**src/rtl/irq_pkg.sv**
```systemverilog
`timescale 1ns/1ps
// Shared constants for the interrupt flag controller: sizes, register
// addresses, line kinds and the routing of secondary flags onto lines.
package irq_pkg;
    localparam int N_LINES = 7;                    // primary interrupt lines
    localparam int N_SRC   = 6;                    // secondary source pins
    localparam int N_SEC   = 7;                    // secondary flags
    localparam int DATA_W  = 8;                    // register data width
    localparam int ADDR_W  = 3;                    // register address width
    localparam int POL_W   = 2;                    // programmable-polarity lines
    localparam int ACK_W   = $clog2(N_LINES);      // acknowledge line index width
    localparam int PROG_BASE = 2;                  // first programmable line

    typedef enum logic [ADDR_W-1:0] {
        A_PRIM_EN   = 3'd0,
        A_PRIM_FLAG = 3'd1,
        A_SEC_EN    = 3'd2,
        A_SEC_FLAG  = 3'd3,
        A_POL       = 3'd4
    } reg_addr_e;

    // How a primary pin qualifies an edge.
    typedef enum logic [1:0] {
        K_FALL, // falling edge of the pin
        K_RISE, // rising edge of the pin
        K_PROG, // edge chosen by a polarity bit
        K_INV   // pin inverted, then rising edge detected
    } line_kind_e;

    localparam line_kind_e LINE_KIND [N_LINES] =
        '{K_FALL, K_FALL, K_PROG, K_PROG, K_RISE, K_INV, K_INV};

    // Secondary flag bits merged onto each primary line (index = line).
    localparam logic [N_SEC-1:0] SEC_ROUTE [N_LINES] =
        '{7'h00, 7'h00, 7'h06, 7'h00, 7'h18, 7'h00, 7'h01};

    // Secondary flags that set on a falling source edge (lock lost).
    localparam logic [N_SEC-1:0] SEC_FALL_SEL = 7'h10;

    // Pins that are inverted ahead of the synchronizer.
    function automatic logic [N_LINES-1:0] inv_mask();
        logic [N_LINES-1:0] m;
        for (int l = 0; l < N_LINES; l++) m[l] = (LINE_KIND[l] == K_INV);
        return m;
    endfunction
endpackage

```
**src/rtl/irq_sync_edge.sv**
```systemverilog
`timescale 1ns/1ps
// Synchronizes W asynchronous inputs through STAGES flops, keeps one more
// registered copy and reports one event per qualifying transition.
// Per bit, fall_sel picks the falling (1) or the rising (0) transition.
// Assumes inputs are stable for at least one clock between transitions.
module irq_sync_edge #(
    parameter int             W       = 7,
    parameter int             STAGES  = 2,
    parameter logic [W-1:0]   RST_VAL = '0
) (
    input  logic         clk,
    input  logic         rst_n,
    input  logic [W-1:0] din,
    input  logic [W-1:0] fall_sel,
    output logic [W-1:0] evt
);
    localparam int LAST = STAGES - 1;

    logic [W-1:0] pipe [STAGES];
    logic [W-1:0] held;

    // Synchronizer chain plus the delayed copy used for edge comparison.
    always_ff @(posedge clk) begin
        if (!rst_n) begin
            for (int k = 0; k < STAGES; k++) pipe[k] <= RST_VAL;
            held <= RST_VAL;
        end else begin
            pipe[0] <= din;
            for (int k = 1; k < STAGES; k++) pipe[k] <= pipe[k-1];
            held <= pipe[LAST];
        end
    end

    // Edge qualification according to the selected direction.
    always_comb begin
        evt = (pipe[LAST] & ~held & ~fall_sel) | (~pipe[LAST] & held & fall_sel);
    end
endmodule

```
**src/rtl/irq_cfg_regs.sv**
```systemverilog
`timescale 1ns/1ps
// Holds the software-written configuration (primary enables, secondary
// enables, polarity of the programmable lines) and multiplexes all
// register bytes onto the read bus. Flag bytes are supplied from outside.
module irq_cfg_regs
    import irq_pkg::*;
(
    input  logic              clk,
    input  logic              rst_n,
    input  logic              wr_en,
    input  logic [ADDR_W-1:0] addr,
    input  logic [N_SEC-1:0]  wdata,
    input  logic [N_LINES-1:0] prim_flag,
    input  logic [DATA_W-1:0] sec_byte,
    output logic [N_LINES-1:0] prim_en,
    output logic [N_SEC-1:0]  sec_en,
    output logic [POL_W-1:0]  pol_fall,
    output logic [DATA_W-1:0] rdata
);
    // Configuration register writes.
    always_ff @(posedge clk) begin
        if (!rst_n) begin
            prim_en  <= '0;
            sec_en   <= '0;
            pol_fall <= '1;
        end else if (wr_en) begin
            case (addr)
                A_PRIM_EN: prim_en  <= wdata[N_LINES-1:0];
                A_SEC_EN:  sec_en   <= wdata;
                A_POL:     pol_fall <= wdata[POL_W-1:0];
                default: ;
            endcase
        end
    end

    // Read data multiplexer; unused addresses read zero.
    always_comb begin
        rdata = '0;
        case (addr)
            A_PRIM_EN:   rdata[N_LINES-1:0] = prim_en;
            A_PRIM_FLAG: rdata[N_LINES-1:0] = prim_flag;
            A_SEC_EN:    rdata[N_SEC-1:0]   = sec_en;
            A_SEC_FLAG:  rdata              = sec_byte;
            A_POL:       rdata[POL_W-1:0]   = pol_fall;
            default:     rdata              = '0;
        endcase
    end
endmodule

```
**src/rtl/irq_flag_core.sv**
```systemverilog
`timescale 1ns/1ps
// Pending-flag storage. Primary flags are set by pin events or by a rising
// merged secondary term, and cleared by acknowledge. Secondary flags are set
// by source events and cleared by write-zero; written ones are ignored.
// A set always wins over a clear on the same edge.
module irq_flag_core
    import irq_pkg::*;
(
    input  logic               clk,
    input  logic               rst_n,
    input  logic [N_LINES-1:0] pin_set,
    input  logic [N_SEC-1:0]   sec_set,
    input  logic [N_SEC-1:0]   sec_en,
    input  logic               sec_wr,
    input  logic [DATA_W-1:0]  wdata,
    input  logic               ack_valid,
    input  logic [ACK_W-1:0]   ack_line,
    output logic [N_LINES-1:0] prim_hit,
    output logic [N_LINES-1:0] prim_flag,
    output logic [DATA_W-1:0]  sec_byte
);
    logic [N_LINES-1:0] merged;
    logic [N_LINES-1:0] merged_q;
    logic [N_LINES-1:0] ack_mask;
    logic [DATA_W-1:0]  keep;

    // Merged secondary term per line: any routed flag that is enabled.
    for (genvar l = 0; l < N_LINES; l++) begin : g_merge
        assign merged[l] = |(sec_byte[N_SEC-1:0] & sec_en & SEC_ROUTE[l]);
    end

    // Primary set: pin event or a new rise of the merged secondary term.
    always_comb begin
        prim_hit = pin_set | (merged & ~merged_q);
    end

    // Acknowledge decode; out-of-range line numbers clear nothing.
    always_comb begin
        ack_mask = '0;
        if (ack_valid && (ack_line < ACK_W'(N_LINES)))
            ack_mask = N_LINES'(1) << ack_line;
    end

    // Write-zero-to-clear mask for the secondary byte.
    always_comb begin
        keep = sec_wr ? wdata : '1;
    end

    // Flag registers and the delayed merged term.
    always_ff @(posedge clk) begin
        if (!rst_n) begin
            prim_flag <= '0;
            sec_byte  <= '0;
            merged_q  <= '0;
        end else begin
            prim_flag <= (prim_flag & ~ack_mask) | prim_hit;
            sec_byte  <= (sec_byte & keep) | DATA_W'(sec_set);
            merged_q  <= merged;
        end
    end
endmodule

```
**src/rtl/irq_flag_ctrl.sv**
```systemverilog
`timescale 1ns/1ps
// Top of the external interrupt flag controller. Edge-detects seven primary
// pins and six secondary sources, keeps the pending flags, exposes the
// register port and drives one request per primary line.
// Assumes all pins and sources are asynchronous to clk and clean of glitches.
module irq_flag_ctrl
    import irq_pkg::*;
#(
    parameter int SYNC_STAGES = 2
) (
    input  logic               clk,
    input  logic               rst_n,
    input  logic [N_LINES-1:0] ext_irq,
    input  logic [N_SRC-1:0]   sec_src,
    input  logic               wr_en,
    input  logic [ADDR_W-1:0]  addr,
    input  logic [DATA_W-1:0]  wdata,
    output logic [DATA_W-1:0]  rdata,
    input  logic               ack_valid,
    input  logic [ACK_W-1:0]   ack_line,
    output logic [N_LINES-1:0] irq_req
);
    localparam logic [N_LINES-1:0] INV_MASK = inv_mask();

    logic [N_LINES-1:0] pin_view;
    logic [N_LINES-1:0] pin_fall_sel;
    logic [N_LINES-1:0] pin_set;
    logic [N_SEC-1:0]   src_view;
    logic [N_SEC-1:0]   sec_set;
    logic [N_LINES-1:0] prim_en;
    logic [N_SEC-1:0]   sec_en;
    logic [POL_W-1:0]   pol_fall;
    logic [N_LINES-1:0] prim_hit;
    logic [N_LINES-1:0] prim_flag;
    logic [DATA_W-1:0]  sec_byte;
    logic               sec_wr;

    // Per-line pin conditioning and edge direction.
    for (genvar l = 0; l < N_LINES; l++) begin : g_line
        if (LINE_KIND[l] == K_PROG) begin : g_prog
            assign pin_fall_sel[l] = pol_fall[l-PROG_BASE];
        end else if (LINE_KIND[l] == K_FALL) begin : g_fall
            assign pin_fall_sel[l] = 1'b1;
        end else begin : g_rise
            assign pin_fall_sel[l] = 1'b0;
        end
        assign pin_view[l] = ext_irq[l] ^ INV_MASK[l];
    end

    // Lock status feeds two flags, so it occupies two detector slots.
    assign src_view = {sec_src[5], sec_src[4], sec_src[3], sec_src[3], sec_src[2:0]};

    assign sec_wr = wr_en && (addr == A_SEC_FLAG);

    irq_sync_edge #(
        .W(N_LINES), .STAGES(SYNC_STAGES), .RST_VAL(INV_MASK)
    ) u_pin_edge (
        .clk(clk), .rst_n(rst_n), .din(pin_view),
        .fall_sel(pin_fall_sel), .evt(pin_set)
    );

    irq_sync_edge #(
        .W(N_SEC), .STAGES(SYNC_STAGES), .RST_VAL('0)
    ) u_src_edge (
        .clk(clk), .rst_n(rst_n), .din(src_view),
        .fall_sel(SEC_FALL_SEL), .evt(sec_set)
    );

    irq_cfg_regs u_cfg (
        .clk(clk), .rst_n(rst_n), .wr_en(wr_en), .addr(addr),
        .wdata(wdata[N_SEC-1:0]), .prim_flag(prim_flag), .sec_byte(sec_byte),
        .prim_en(prim_en), .sec_en(sec_en), .pol_fall(pol_fall), .rdata(rdata)
    );

    irq_flag_core u_flags (
        .clk(clk), .rst_n(rst_n), .pin_set(pin_set), .sec_set(sec_set),
        .sec_en(sec_en), .sec_wr(sec_wr), .wdata(wdata),
        .ack_valid(ack_valid), .ack_line(ack_line),
        .prim_hit(prim_hit), .prim_flag(prim_flag), .sec_byte(sec_byte)
    );

    // Request per line: pending and enabled.
    always_comb begin
        irq_req = prim_flag & prim_en;
    end
endmodule

```
**config.mk**
```make
export PLATFORM = sky130hd
export DESIGN_NAME = irq_flag_ctrl
export DESIGN_NICKNAME = d
export VERILOG_FILES = /design/src/rtl/irq_pkg.sv /design/src/rtl/irq_sync_edge.sv /design/src/rtl/irq_cfg_regs.sv /design/src/rtl/irq_flag_core.sv /design/src/rtl/irq_flag_ctrl.sv
export SDC_FILE = /design/constraint.sdc
export NUM_CORES = 1
export LEC_CHECK = 0
export BUFFER_PORTS_ARGS = -buffer_cell sky130_fd_sc_hd__buf_2
export CORE_ASPECT_RATIO = 0.6
export CORE_MARGIN = 2
export CORE_UTILIZATION = 57
export CTS_BUF_LIST = sky130_fd_sc_hd__clkbuf_2 sky130_fd_sc_hd__clkbuf_4 sky130_fd_sc_hd__clkbuf_8
export DETAILED_ROUTE_END_ITERATION = 6
export GPL_TIMING_DRIVEN = 0
export PLACE_DENSITY = 0.78
export RECOVER_POWER = 25
export SLEW_MARGIN = 20
export SYNTH_ARGS = -nofsm -noshare
export SYNTH_HDL_FRONTEND = slang
export SYNTH_SLANG_ARGS = --single-unit
```
**constraint.sdc**
```tcl
create_clock -name clk -period 1.6 [get_ports clk]
set_input_delay 0.16 -clock clk [delete_from_list [all_inputs] [get_ports clk]]
set_output_delay 0.16 -clock clk [all_outputs]
set_load 0.05 [all_outputs]
```
==> reports/metrics.cfg, run 1 <==
[sta]
setup_violations = 4
finalWorstSetupSlack_ps = -10.9
tightest_slew_ps = 644
holdWs_ps = 13.4
skew_ps = 5.33
period_needed_ps = 1610
fin_tns_setup_ps = -33.6
slew_headroom_pct = 57.1
post-route-period-util_pct = 101
clock.fmax_mhz = 621
rsz0062_at_grt = true
hold_violations = 0
drv_slew = 0

[placed_design]
dpl.cell_count = 369
port-buffer-count = 42
place_congestion = 0.900
place_ws_ps = 116
hpwl_um = 4110
placed_cell_area_sq_mm = 0.00300

[yosys]
synthTopCellsByCount = 73 x dfxtp_1, 44 x and2_1, 19 x o21ai_0
yosysMostFrequentCell = dfxtp_1
synth_ff_type = dfxtp_1
synthTopCellsByArea = dfxtp_1 54%, and2_1 10%, mux2i_1 3.7%
postSynthAreaPerCell_sq_um = 10.3
synth-edff-count = 0
synth_async_sr_flop_share_pct = 0
postSynthCellCount = 264
synth.distinct_cells = 37
synth_top_area_share_pct = 54.0
syn_nets = 295
ys_seq_elements = 73
syn_area_sq_mm = 0.00271
synth_top_cell_by_area = dfxtp_1
seq_area_frac_synth_pct = 54.0
yosys_warnings = 0

[final_layout]
fill_cells = 344
fin_nets = 356
drive_gt1_share_pct = 29.1
area_growth_pct = 25.3
antenna_cells = 0
seq_area_sq_mm = 0.00148
multi_input_area_sq_mm = 0.00116
design_area_sq_mm = 0.00339
layout.cells.non_filler = 393

[floorplan]
dieArea_sq_mm = 0.00533
die_x_um = 93.0
core_area_sq_mm = 0.00456
ioPinCount = 46
rows = 19
initial_utilization_pct = 59.3
die_y_um = 57.4

[worst_setup_path]
timing.rr.start = u_flags.sec_byte[2]$_SDFF_PN0_
crit_type = reg2out
required_ps = 1440
endpoint_kind = output port
ff2ff_path_depth = 4
cp-start-kind = flop
ff2ff_setup_slack_ps = 550
crit_fanout = 2
r2r_end = u_flags.prim_flag[2]$_SDFF_PN0_
cp.arrival_ps = 1450

[worst_hold_path]
hold_end = u_pin_edge.pipe[0][0]$_SDFF_PN0_
min_path_cells = 2
holdCritStartpoint = ext_irq[0]
hold_class = in2reg

[cts]
clock-root-buffer = clkbuf_8
cts_buffers = 9
cts.clk_slew.worst_paths_ps = 80
clock_path_buffers = 2
worstSkewPairLatency_ps = 340
cts_tree = yes
cts_sinks = 73
h-tree-depth = 3

[routing]
wl_um = 6120
dr_total_vias = 2092
wire_per_inst_um = 15.6
ant_nets = 0
drc = 0
initialDrtViolationCount = 133
vias_per_cell = 5.32
first_pass_iters = 4

[grt]
antenna_found_initial = 0
grt_pass1_vias = 2050
track_usage_pct = 25.6
overflow = 0
grt_max_degree = 14
grt_first_pass_wirelength_um = 10000

[status]
status = finished with violations
failed_checks = negative setup slack

[power_and_ir_drop]
comb_power_share_pct = 7.5
clkPwrFrac_pct = 43.6
p_leak_nw = 1.41
power_density_mw_per_mm2 = 1150
p_int_w = 0.00305
peakVddDrop_uv = 927
power_switching_w = 0.000866
power_frac_seq_pct = 48.8
switching_share_pct = 22.1

[job]
drv_cap = 0

metal layers:
metal	up-vias	global-route usage [%]	part of all wire [%]
met1	988	35.0	45
met3	8	9.25	10
met5	-	0	0
met4	0	7.98	1.0
li1	1017	-	-
met2	79	38.3	44
state kept, by name, indices dropped and copies added, names as in the netlist, 6 cells and up:
signal and count:
u_pin_edge.pipe 14, u_flags.sec_byte 8, u_cfg.sec_en 7, u_pin_edge.held 7, u_src_edge.pipe 12, u_cfg.prim_en 7, u_src_edge.held 6, u_flags.prim_flag 7
cell usage in the layout (no fill, tap or decap), types with 2 or more instances in the layout:
master / instances
buf_4: 5
nand2_1: 18
a31oi_1: 2
buf_6: 5
buf_8: 4
buf_2: 38
dlygate4sd3_1: 3
o311ai_0: 2
nor2_1: 11
dfxtp_2: 12
nand3b_1: 2
and2_0: 10
dfxtp_1: 61
mux2i_1: 10
nand2b_1: 15
and3b_1: 3
a21oi_1: 11
and2_4: 5
clkbuf_1: 9
mux4_2: 5
o21ai_0: 19
clkbuf_8: 9
nand3_1: 8
clkinvlp_4: 2
bufinv_16: 3
and2_1: 29
inv_1: 6
critical path, cell delays in order (launching register included):
cell and delay, ps:
dfxtp_2 330, mux4_2 460, and2_4 170, buf_6 140
cell families (layout without fill, tap and decap cells):
kind of cell    count (synthesis)  in the layout  share of synthesized area, %
buf+inv                        21             87                          3.88
compound gates                 45             45                          9.89
flops                          73             73                          54.0
simple gates                  109            109                          23.7
mux                            16             16                          8.55
worst max path at each step:
| stage | start | endpoint | cells after the start |
|---|---|---|---|
| 2_1_floorplan | addr[1] | rdata[1] | 5 |
| 3_3_place_gp | addr[0] | rdata[5] | 5 |
| 3_5_place_dp | addr[0] | rdata[5] | 5 |
| 4_1_cts | u_flags.sec_byte[3]$_SDFF_PN0_ | rdata[3] | 3 |
| 5_1_grt | u_flags.sec_byte[6]$_SDFF_PN0_ | rdata[6] | 3 |
| 6_report | u_flags.prim_flag[5]$_SDFF_PN0_ | rdata[5] | 3 |
timing repair:
item,CTS,global route
hold endpoints to repair,3,0
endpoints found under the setup margin,6,7
setup buffers,5,0
hold buffers,3,0
resized for setup,32,5
power by group through the flow:
| stage | registers, W | clock network [W] | logic, W |
|---|---|---|---|
| 2_1_floorplan | 0.00194 | 0 | 0.000168 |
| 3_3_place_gp | 0.00195 | 0 | 0.000253 |
| 3_5_place_dp | 0.00195 | 0 | 0.000259 |
| 4_1_cts | 0.00191 | 0.00173 | 0.000289 |
| 5_1_grt | 0.00192 | 0.00181 | 0.000320 |
| 6_report | 0.00191 | 0.00171 | 0.000294 |
metrics by stage:
step | power [W] | utilization (%)
2_1_floorplan | 0.00211 | -
3_3_place_gp | 0.00220 | 65.8
3_5_place_dp | 0.00221 | 65.8
4_1_cts | 0.00393 | 74.1
5_1_grt | 0.00405 | 74.3
6_report | 0.00391 | 74.3
final cells by class:
| class | count | area share [%] |
|---|---|---|
| Timing Repair Buffer | 50 | 9.81 |
| Multi-Input combinational cell | 170 | 34.1 |
| Buffer | 15 | 2.43 |
| Tap cell | 63 | 2.32 |
| Clock buffer | 9 | 3.65 |
| Inverter | 6 | 0.664 |
| Clock inverter | 7 | 3.50 |
| Sequential cell | 73 | 43.5 |
Note: power is estimated with default switching activity, not from simulation.
==> run 2: changes to the inputs <==
- TNS_END_PERCENT: default -> 5
==> run 2 against run 1 <==
- the flow still finishes with violations (negative setup slack)
- final cell count shrank 1.0%
- largest power group unchanged
- sequential power is essentially flat
- via count shrank 1.2%
- sequential cell count is the same
- final area shrank 1.1%
- routed wire length shrank 2.3%
==> reports/metrics.cfg, run 2 (synthesis gave the netlist of run 1 again) <==
[sta]
drv_slew = 0  ; unchanged
rsz0062_at_grt = true
setup_violations = 5  ; +1
period_needed_ps = 1630  ; +18.1 ps
clock.fmax_mhz = 614  ; -1.1%
tightest_slew_ps = 594  ; -49.6 ps
hold_violations = 0  ; unchanged
slew_headroom_pct = 60.4  ; +3.3 points
post-route-period-util_pct = 102  ; +1.1 points
finalWorstSetupSlack_ps = -29.0  ; -18.1 ps
skew_ps = 6.73  ; +1.39 ps

[worst_setup_path]
crit_path_cell_trace = mux4_2 -> and2_4 -> buf_6
cp-start-kind = flop
crit_type = reg2out
critPathSlowestCell = mux4_2
cp.arrival_ps = 1470  ; +20 ps
endpoint_kind = output port
crit_fanout = 3  ; +1
cpPeakStageDelay_ps = 460  ; about the same
required_ps = 1440  ; about the same

[grt]
track_usage_pct = 25.0  ; -0.57 points
antenna_found_initial = 0  ; unchanged
grt_pass1_vias = 2004  ; -2.2%
grt_first_pass_wirelength_um = 9800  ; -2.1%
grt_max_degree = 14  ; unchanged
overflow = 0  ; unchanged

[cts]
worstSkewPairLatency_ps = 350  ; about the same
cts_tree = yes
clock-root-buffer = clkbuf_8
cts_sinks = 73  ; unchanged
cts_buffers = 9  ; unchanged
clock_path_buffers = 2  ; unchanged
cts.clk_slew.worst_paths_ps = 80  ; about the same
h-tree-depth = 3  ; unchanged

[final_layout]
drive_gt1_share_pct = 27.9  ; -1.2 points
final_common_cell = dfxtp_1
largest_reg_flops = 14  ; unchanged
design_area_sq_mm = 0.00335  ; -1.1%
antenna_cells = 0  ; unchanged
most-common-layout-cells = 62 x dfxtp_1, 38 x buf_2, 30 x and2_1
area_growth_pct = 23.9
regMostFlops = u_pin_edge.pipe
fin_nets = 352  ; -1.1%
largestRegisters = u_pin_edge.pipe x14, u_src_edge.pipe x12, u_flags.sec_byte x8
utilization_pct = 73.5  ; -0.85 points

[floorplan]
core_area_sq_mm = 0.00456  ; unchanged
die_x_um = 93.0  ; unchanged
die_y_um = 57.4  ; unchanged
ioPinCount = 46  ; unchanged
dieArea_sq_mm = 0.00533  ; unchanged
rows = 19  ; unchanged
initial_utilization_pct = 59.3  ; unchanged

[job]
drv_cap = 0  ; unchanged

[placed_design]
port-buffer-count = 42  ; unchanged
place_ws_ps = 116  ; unchanged
place_congestion = 0.900  ; unchanged
placed_cell_area_sq_mm = 0.00300  ; unchanged
hpwl_um = 4110  ; unchanged

[status]
failed_checks = negative setup slack
status = finished with violations

[routing]
vias_per_cell = 5.31  ; -0.18%
drc = 0  ; unchanged
initialDrtViolationCount = 116  ; -13%
wl_um = 5980  ; -2.3%
first_pass_iters = 4  ; unchanged
wire_per_inst_um = 15.4  ; -1.3%
dr_total_vias = 2067  ; -1.2%
ant_nets = 0  ; unchanged

[worst_hold_path]
hold_class = in2reg

[power_and_ir_drop]
peakVddDrop_uv = 925  ; -0.21%
power_density_mw_per_mm2 = 1170  ; +0.97%
p_leak_nw = 1.39  ; -1.6%

==> run 2: worst max-delay path: cells and delay by family, from the launching register on <==
family	cells	cell delay, ps
muxes	1	460
DFF	1	340
buffers and inverters	1	140
and+or+nand+nor	1	180
==> run 2: per-stage QoR <==
step	power, W	hold slack, ps	setup TNS, ps	std cells
CTS	0.00392	1.12	-91.3	389
floorplan	0.00211	222	0	264
global route	0.00404	1.06	-293	389
finish	0.00391	10.6	-70.4	389
global placement	0.00220	323	0	369
detailed placement	0.00221	325	0	369
==> run 2: worst paths after layout <==
path	from	to	slack, ps	cells past startpoint
worst min register to register	u_pin_edge.pipe[0][6]$_SDFF_PN1_	u_pin_edge.pipe[0][13]$_SDFF_PN1_	410	1
worst max-delay path	u_flags.prim_flag[4]$_SDFF_PN0_	rdata[4]	-30	3
worst min-delay path	ext_irq[0]	u_pin_edge.pipe[0][0]$_SDFF_PN0_	10	2
worst max register to register	u_flags.sec_byte[1]$_SDFF_PN0_	u_flags.prim_flag[2]$_SDFF_PN0_	610	3
==> run 2: layer usage <==
metal	global-route usage [%]	routed length (um)
met1	34.6	2680
met2	37.7	2640
met3	8.85	576
met4	6.72	76
met5	0	0
==> run 2: what timing repair did <==
item | CTS | global route
setup endpoints to repair | 6 | 7
endpoints found under the hold margin | 3 | 0
gates resized for setup | 29 | 5
hold buffers | 3 | 0
setup buffers | 1 | 0
cloned | 0 | 0
==> run 2: power by group <==
group	switching, W	leakage [nW]	internal (W)	total [W]
clock	0.000678	0.115	0.00103	0.00171
combinational	0.000156	0.674	0.000126	0.000282
sequential	0.0000306	0.601	0.00188	0.00191
==> run 2: area by class of cell <==
cell class                      count  area (sq um)
Sequential cell                    73          1480
Fill cell                         353          1210
Inverter                            6          22.5
Timing Repair Buffer               46           295
Clock buffer                        9           124
Buffer                             15          82.6
Multi-Input combinational cell    170          1160
Tap cell                           63          78.8
Clock inverter                      7           119
